`src/rtl/pwmt_pkg.sv`:
```
package pwmt_pkg;

    // Width of the prescale phase counter (largest divisor is 64)
    localparam int PSC_W     = 6;
    localparam int CH_BASE   = 16;
    localparam int CH_STRIDE = 64;

    // Register offsets inside one channel window
    localparam logic [5:0] OFF_CTRL = 6'h00;
    localparam logic [5:0] OFF_MODE = 6'h04;
    localparam logic [5:0] OFF_IOC  = 6'h08;
    localparam logic [5:0] OFF_IEN  = 6'h0C;
    localparam logic [5:0] OFF_STAT = 6'h10;
    localparam logic [5:0] OFF_CNT  = 6'h14;
    localparam logic [5:0] OFF_GRA  = 6'h18;
    localparam logic [5:0] OFF_GRB  = 6'h1C;
    localparam logic [5:0] OFF_GRC  = 6'h20;
    localparam logic [5:0] OFF_GRD  = 6'h24;

    typedef enum logic {
        CH_HALTED   = 1'b0,
        CH_COUNTING = 1'b1
    } ch_state_e;

    typedef enum logic [1:0] {
        ACT_NONE   = 2'd0,
        ACT_LOW    = 2'd1,
        ACT_HIGH   = 2'd2,
        ACT_TOGGLE = 2'd3
    } pin_act_e;

    typedef enum logic [1:0] {
        EDGE_END  = 2'd0,
        EDGE_MID  = 2'd1,
        EDGE_BOTH = 2'd2,
        EDGE_ALT  = 2'd3
    } tick_pt_e;

endpackage

```
`src/rtl/pwmt_prescale.sv`:
```
module pwmt_prescale
    import pwmt_pkg::*;
(
    input  logic       clk,
    input  logic       rst_n,
    input  logic       run,
    input  logic [1:0] div_sel,
    input  logic [1:0] pt_sel,
    output logic       tick
);

    logic [PSC_W-1:0] phase_q;
    logic [PSC_W-1:0] last_ph;
    logic [PSC_W-1:0] mid_ph;

    // Last phase and half-way phase of the divided period
    always_comb begin
        unique case (div_sel)
            2'd0:    begin last_ph = PSC_W'(0);  mid_ph = PSC_W'(0);  end
            2'd1:    begin last_ph = PSC_W'(3);  mid_ph = PSC_W'(1);  end
            2'd2:    begin last_ph = PSC_W'(15); mid_ph = PSC_W'(7);  end
            default: begin last_ph = PSC_W'(63); mid_ph = PSC_W'(31); end
        endcase
    end

    always_ff @(posedge clk) begin
        if (!rst_n) begin
            phase_q <= '0;
        end else if (!run || phase_q >= last_ph) begin
            phase_q <= '0;
        end else begin
            phase_q <= phase_q + 1'b1;
        end
    end

    always_comb begin
        tick = 1'b0;
        if (run) begin
            if (div_sel == 2'd0) begin
                tick = 1'b1;
            end else begin
                unique case (tick_pt_e'(pt_sel))
                    EDGE_END: tick = (phase_q == last_ph);
                    EDGE_MID: tick = (phase_q == mid_ph);
                    default:  tick = (phase_q == last_ph) || (phase_q == mid_ph);
                endcase
            end
        end
    end

endmodule

```
`src/rtl/pwmt_channel.sv`:
```
module pwmt_channel
    import pwmt_pkg::*;
#(
    parameter int CW = 16
) (
    input  logic          clk,
    input  logic          rst_n,
    input  logic          start_wr,
    input  logic          start_bit,
    input  logic          reg_wr,
    input  logic [5:0]    reg_off,
    input  logic [CW-1:0] wdata,
    output logic [CW-1:0] rd_val,
    output logic          running,
    output logic          pin,
    output logic [CW-1:0] count
);

    localparam int NGR   = 4;
    localparam int GRI_W = $clog2(NGR);

    ch_state_e     state_q, state_d;
    logic [CW-1:0] ctrl_q, mode_q, ioc_q, ien_q, stat_q;
    logic [CW-1:0] gr_q [NGR];
    logic          tick, pwm_mode, clr_en, clr_hit, a_hit;
    logic [GRI_W-1:0] clr_idx;
    pin_act_e      act;

    // State register
    always_ff @(posedge clk) begin
        if (!rst_n) state_q <= CH_HALTED;
        else        state_q <= state_d;
    end

    // Transitions: START (HALTED->COUNTING), STOP (COUNTING->HALTED)
    always_comb begin
        state_d = state_q;
        unique case (state_q)
            CH_HALTED:   if (start_wr && start_bit)  state_d = CH_COUNTING;
            CH_COUNTING: if (start_wr && !start_bit) state_d = CH_HALTED;
        endcase
    end

    assign running = (state_q == CH_COUNTING);

    // Configuration storage
    always_ff @(posedge clk) begin
        if (!rst_n) begin
            ctrl_q <= '0;
            mode_q <= '0;
            ioc_q  <= '0;
            ien_q  <= '0;
            stat_q <= '0;
            for (int g = 0; g < NGR; g++) gr_q[g] <= '0;
        end else if (reg_wr) begin
            case (reg_off)
                OFF_CTRL: ctrl_q   <= wdata;
                OFF_MODE: mode_q   <= wdata;
                OFF_IOC:  ioc_q    <= wdata;
                OFF_IEN:  ien_q    <= wdata;
                OFF_STAT: stat_q   <= wdata;
                OFF_GRA:  gr_q[0]  <= wdata;
                OFF_GRB:  gr_q[1]  <= wdata;
                OFF_GRC:  gr_q[2]  <= wdata;
                OFF_GRD:  gr_q[3]  <= wdata;
                default: ;
            endcase
        end
    end

    pwmt_prescale u_psc (
        .clk     (clk),
        .rst_n   (rst_n),
        .run     (running),
        .div_sel (ctrl_q[1:0]),
        .pt_sel  (ctrl_q[4:3]),
        .tick    (tick)
    );

    // Clear-source selection
    always_comb begin
        clr_en  = 1'b1;
        clr_idx = '0;
        case (ctrl_q[7:5])
            3'd1:    clr_idx = GRI_W'(0);
            3'd2:    clr_idx = GRI_W'(1);
            3'd5:    clr_idx = GRI_W'(2);
            3'd6:    clr_idx = GRI_W'(3);
            default: clr_en  = 1'b0;
        endcase
    end

    assign clr_hit  = tick && clr_en && (count == gr_q[clr_idx]);
    assign a_hit    = tick && (count == gr_q[0]);
    assign pwm_mode = (mode_q[1:0] == 2'd2);
    assign act      = pin_act_e'(ioc_q[1:0]);

    // Outputs: counter and pin
    always_ff @(posedge clk) begin
        if (!rst_n) begin
            count <= '0;
            pin   <= 1'b0;
        end else begin
            if (reg_wr && reg_off == OFF_CNT) count <= wdata;
            else if (tick)                    count <= clr_hit ? '0 : count + 1'b1;

            if (reg_wr && reg_off == OFF_IOC) begin
                pin <= wdata[2];
            end else if (pwm_mode && clr_hit) begin
                pin <= ioc_q[2];
            end else if (a_hit) begin
                unique case (act)
                    ACT_NONE:   pin <= pin;
                    ACT_LOW:    pin <= 1'b0;
                    ACT_HIGH:   pin <= 1'b1;
                    ACT_TOGGLE: pin <= ~pin;
                endcase
            end
        end
    end

    // Read-back
    always_comb begin
        case (reg_off)
            OFF_CTRL: rd_val = ctrl_q;
            OFF_MODE: rd_val = mode_q;
            OFF_IOC:  rd_val = ioc_q;
            OFF_IEN:  rd_val = ien_q;
            OFF_STAT: rd_val = stat_q;
            OFF_CNT:  rd_val = count;
            OFF_GRA:  rd_val = gr_q[0];
            OFF_GRB:  rd_val = gr_q[1];
            OFF_GRC:  rd_val = gr_q[2];
            OFF_GRD:  rd_val = gr_q[3];
            default:  rd_val = '0;
        endcase
    end

endmodule

```
`src/rtl/pwm_cm_timer.sv`:
```
module pwm_cm_timer
    import pwmt_pkg::*;
#(
    parameter int NUM_CH = 4,
    parameter int CW     = 16,
    parameter int AW     = 8
) (
    input  logic              clk,
    input  logic              rst_n,
    input  logic              wr_en,
    input  logic              rd_en,
    input  logic [AW-1:0]     addr,
    input  logic [CW-1:0]     wdata,
    output logic [CW-1:0]     rdata,
    output logic [NUM_CH-1:0] pin_out
);

    localparam int CHW = AW - 6;

    logic [AW-1:0]             rel;
    logic                      in_ch;
    logic [CHW-1:0]            ch_idx;
    logic [5:0]                off;
    logic                      start_wr;
    logic [NUM_CH-1:0]         running;
    logic [NUM_CH-1:0][CW-1:0] rd_bus;
    logic [NUM_CH-1:0][CW-1:0] cnt_bus;

    assign rel      = addr - AW'(CH_BASE);
    assign in_ch    = (addr >= AW'(CH_BASE));
    assign ch_idx   = rel[AW-1:6];
    assign off      = rel[5:0];
    assign start_wr = wr_en && (addr == '0);

    for (genvar c = 0; c < NUM_CH; c++) begin : g_ch
        logic sel;
        assign sel = in_ch && (ch_idx == CHW'(c));

        pwmt_channel #(.CW(CW)) u_ch (
            .clk       (clk),
            .rst_n     (rst_n),
            .start_wr  (start_wr),
            .start_bit (wdata[c]),
            .reg_wr    (wr_en && sel),
            .reg_off   (off),
            .wdata     (wdata),
            .rd_val    (rd_bus[c]),
            .running   (running[c]),
            .pin       (pin_out[c]),
            .count     (cnt_bus[c])
        );
    end

    always_comb begin
        rdata = '0;
        if (rd_en) begin
            if (addr == '0) begin
                rdata = CW'(running);
            end else if (in_ch) begin
                for (int c = 0; c < NUM_CH; c++) begin
                    if (ch_idx == CHW'(c)) rdata = rd_bus[c];
                end
            end
        end
    end

endmodule

```
`config.mk`:
```
export PLATFORM = sky130hd
export DESIGN_NAME = pwm_cm_timer
export DESIGN_NICKNAME = d
export VERILOG_FILES = /design/src/rtl/pwmt_pkg.sv /design/src/rtl/pwmt_prescale.sv /design/src/rtl/pwmt_channel.sv /design/src/rtl/pwm_cm_timer.sv
export SDC_FILE = /design/constraint.sdc
export NUM_CORES = 2
export LEC_CHECK = 0
export BUFFER_PORTS_ARGS = -buffer_cell sky130_fd_sc_hd__buf_2
export CAP_MARGIN = 20
export CORE_ASPECT_RATIO = 1.5
export CORE_MARGIN = 5
export CORE_UTILIZATION = 60
export DETAILED_ROUTE_END_ITERATION = 10
export GPL_TIMING_DRIVEN = 1
export HOLD_SLACK_MARGIN = 0.1
export PLACE_DENSITY = 0.76
export SYNTH_ARGS = -nofsm -noshare
export SYNTH_HDL_FRONTEND = slang
export SYNTH_SLANG_ARGS = --single-unit
```
`constraint.sdc`:
```
create_clock -name clk -period 4.35 [get_ports clk]
set_input_delay 0.87 -clock clk [delete_from_list [all_inputs] [get_ports clk]]
set_output_delay 0.87 -clock clk [all_outputs]
set_load 0.1 [all_outputs]
```
==> flow_summary.json <==
{
  "cts_tree": "done",
  "synth.distinct_cells": 93,
  "cts_hold_buf": 0,
  "synth-compound-area-share": 0.198,
  "cp_top_family": "compound AO/OA/AOI/OAI gates",
  "power_per_cell_area_mw_per_mm2": 336,
  "ys_warn_count": 0,
  "clock-sinks": 672,
  "clk_latency_ns": 0.66,
  "cpPeakStageDelay_ns": 0.60,
  "worstPathBufferInverterCount": 4,
  "io_pins": 48,
  "core_mm2": 0.0612,
  "final_hold_viol_count": 0,
  "crit_path_max_fanout": 12,
  "synth_common_cells": "nand2_1 (788), dfxtp_1 (416), a21boi_0 (318)",
  "cts_root_buffer": "clkbuf_16",
  "crit_slowest_cell": "a2111oi_0",
  "grt_usage": 0.416,
  "path_cells": "clkbuf_4 -> buf_4 -> buf_4 -> mux2_2 -> a22oi_1 -> nor2_1 -> a2111oi_0 -> a21oi_1 -> o21a_2 -> buf_12",
  "die_x_um": 213,
  "die_y_um": 315,
  "layout-drive-gt1-share": 0.141,
  "skew_ns": 0.0238,
  "dr.first_iter.drc_count": 5055,
  "synth-edff-count": 256,
  "whs_ns": 0.461,
  "hpwl_um": 102000,
  "wl_per_cell_um": 28.4,
  "grt_overflow": 0,
  "outcome": "finished, violations left",
  "grt_pass1_wl_um": 210000,
  "async_flop_share": 0,
  "yosys-top-cells-area": "dfxtp_1 (22%), edfxtp_1 (21%), nand2_1 (8.0%)",
  "finalSetupTns_ns": -0.0107,
  "critPathKind": "in -> out",
  "syn_area_mm2": 0.0372,
  "maxCapViolations": 0,
  "port_buffers": 47,
  "critPathLaunchType": "primary input",
  "start_util": 0.607,
  "worst_slack_ns": -0.0107,
  "peakVddDrop_mv": 0.363,
  "gp_congestion": 1.05,
  "htreeDepth": 2,
  "drc": 0,
  "synth_top_family_by_area": "simple AND/OR/NAND/NOR gates",
  "fillers": 4823,
  "cpMostUsedCell": "buf_4",
  "max_slew_margin": 0.279,
  "antenna_found_initial": 6,
  "yosys.area_share.simple": 0.212,
  "p_leak_nw": 14.6,
  "fin_crit_sh": 1.00,
  "grt_max_degree": 126,
  "yosysTopAreaCellShare": 0.224,
  "synthMuxAreaShare": 0.0679,
  "syn_nets": 4235,
  "rsz0062_at_grt": "true",
  "synthXorXnorAreaFrac": 0.0353,
  "yosysTopAreaCell": "dfxtp_1",
  "end_kind": "primary output",
  "ys.flop_type": "dfxtp_1",
  "synthAdderAreaFrac": 0.0108,
  "viasPerCell": 6.79,
  "min_period_ns": 4.36,
  "first_global_vias": 32500,
  "ant_nets": 0,
  "rows": 111,
  "synth_most_common_cell": "nand2_1",
  "arrival_ns": 3.49,
  "violations": "negative setup slack",
  "ys_seq_area_frac": 0.431,
  "syn-instance-count": 4175,
  "path_clk_slew_ns": 0.06,
  "drt-total-wl_um": 144000,
  "vias": 34300,
  "final-setup-viol-count": 1,
  "cts-buffers-inserted": 61,
  "drt_first_pass_iters": 8,
  "drv_slew": 0,
  "worstMarginPinSlew_ns": 1.08,
  "clock.fmax_mhz": 229,
  "synthToLayoutAreaGrowth_pct": 13.6,
  "clockBufferDepth": 3,
  "fin_nets": 4266,
  "ys_ff_latch": 672,
  "dieArea_mm2": 0.0672,
  "syn-mean-instance-area_um2": 8.91,
  "min_path_type": "reg -> reg",
  "crit_required_ns": 3.48
}
flip-flops by register name (all words and copies together), names as in the netlist, named ones only:
signal / cells
g_ch.u_ch.gr_q: 256
g_ch.u_ch.count: 64
g_ch.u_ch.ctrl_q: 64
g_ch.u_ch.ien_q: 64
g_ch.u_ch.ioc_q: 64
g_ch.u_ch.mode_q: 64
g_ch.u_ch.stat_q: 64
g_ch.u_ch.u_psc.phase_q: 24
g_ch.u_ch.pin: 4
layout make-up:
type                       instances  area (um2)  share of cell area
timing repair buffer             343        3020              0.0715
clock inverter                    43         571              0.0135
sequential                       672       16000               0.379
tap                              791         990              0.0234
clock buffer                      70        1610              0.0381
antenna                            7        17.5            0.000415
inverter                          48         180             0.00426
multi-input combinational       3080       19800               0.470
logic make-up (layout without fill, tap and decap cells):
logic type / Yosys count / count (layout)
AO/OA/AOI/OAI: 1030 / 1030
XOR/XNOR: 150 / 150
adder cells (fa/ha/maj): 32 / 32
buffers and inverters: 423 / 504
flip-flops: 672 / 672
multiplexers: 229 / 229
other: 0 / 7
AND/OR/NAND/NOR: 1639 / 1639
per-layer routing:
layer  share of wire  routed length [um]  track usage  vias up
li1                -                   -            -    14900
met1            0.35               50200        0.519    16300
met2            0.44               63800        0.645     2483
met3            0.12               16600       0.0837      698
met4           0.091               13100        0.287        2
met5        0.000077                  11            0        -
through the flow:
| stage | worst slack [ns] | util | area (um2) | instances | total power, mW |
|---|---|---|---|---|---|
| after detailed placement | -0.182 | 0.651 | 39900 | 4931 | 8.27 |
| after floorplan | -0.0727 | - | 37300 | 4175 | 7.66 |
| after CTS | 0.0121 | 0.688 | 42100 | 5047 | 14.1 |
| final | -0.0107 | 0.690 | 42200 | 5054 | 14.2 |
| after global routing | -0.0104 | 0.690 | 42200 | 5047 | 14.5 |
| after global placement | -0.170 | 0.651 | 39900 | 4931 | 8.26 |
worst paths after layout:
| kind | endpoint | cells past startpoint | slack [ns] | startpoint |
|---|---|---|---|---|
| max | rdata[14] | 10 | -0.01 | addr[5] |
| min | g_ch[2].u_ch.u_psc.phase_q[0]$_SDFF_PP0_ | 1 | 0.46 | g_ch[2].u_ch.u_psc.phase_q[0]$_SDFF_PP0_ |
| max reg2reg | g_ch[1].u_ch.count[14]$_SDFFE_PN0P_ | 8 | 0.74 | g_ch[1].u_ch.ctrl_q[6]$_SDFFE_PN0P_ |
| min reg2reg | g_ch[2].u_ch.u_psc.phase_q[0]$_SDFF_PP0_ | 1 | 0.46 | g_ch[2].u_ch.u_psc.phase_q[0]$_SDFF_PP0_ |
cell usage in the layout (no fill, tap or decap), types with 26 or more instances in the layout:
cell type / synthesis / final
nand3_1: 90 / 90
xor2_1: 83 / 83
dfxtp_1: 416 / 416
o21ai_0: 139 / 119
and2_1: 274 / 274
a211oi_1: 43 / 34
nor3_1: 43 / 35
and3_1: 40 / 40
xnor2_1: 67 / 67
a22oi_1: 120 / 119
a221oi_1: 34 / 29
nor4_1: 28 / 28
edfxtp_1: 256 / 256
ha_1: 32 / 32
mux2i_1: 165 / 165
nor2_1: 165 / 157
a21oi_1: 108 / 106
nor2b_1: 45 / 44
buf_12: 0 / 40
nand2_1: 788 / 785
nand4_1: 26 / 26
buf_2: 27 / 28
nand2b_1: 28 / 27
inv_1: 48 / 48
mux2_2: 47 / 47
buf_4: 5 / 271
a21boi_0: 318 / 318
clkbuf_16: 0 / 62
timing repair:
item | in CTS | in global routing
resized for setup | 11 | 21
setup endpoints to repair | 11 | 16
buffers inserted | 3 | 0
pin swaps | 3 | 3
report_power, final:
part,switching [mW],leakage [nW],internal [mW]
registers,0.255,5.78,6.68
clock network,2.57,1.05,3.43
logic,0.825,7.72,0.451
total,3.65,14.6,10.6
Note: power is estimated with default switching activity, not from simulation.
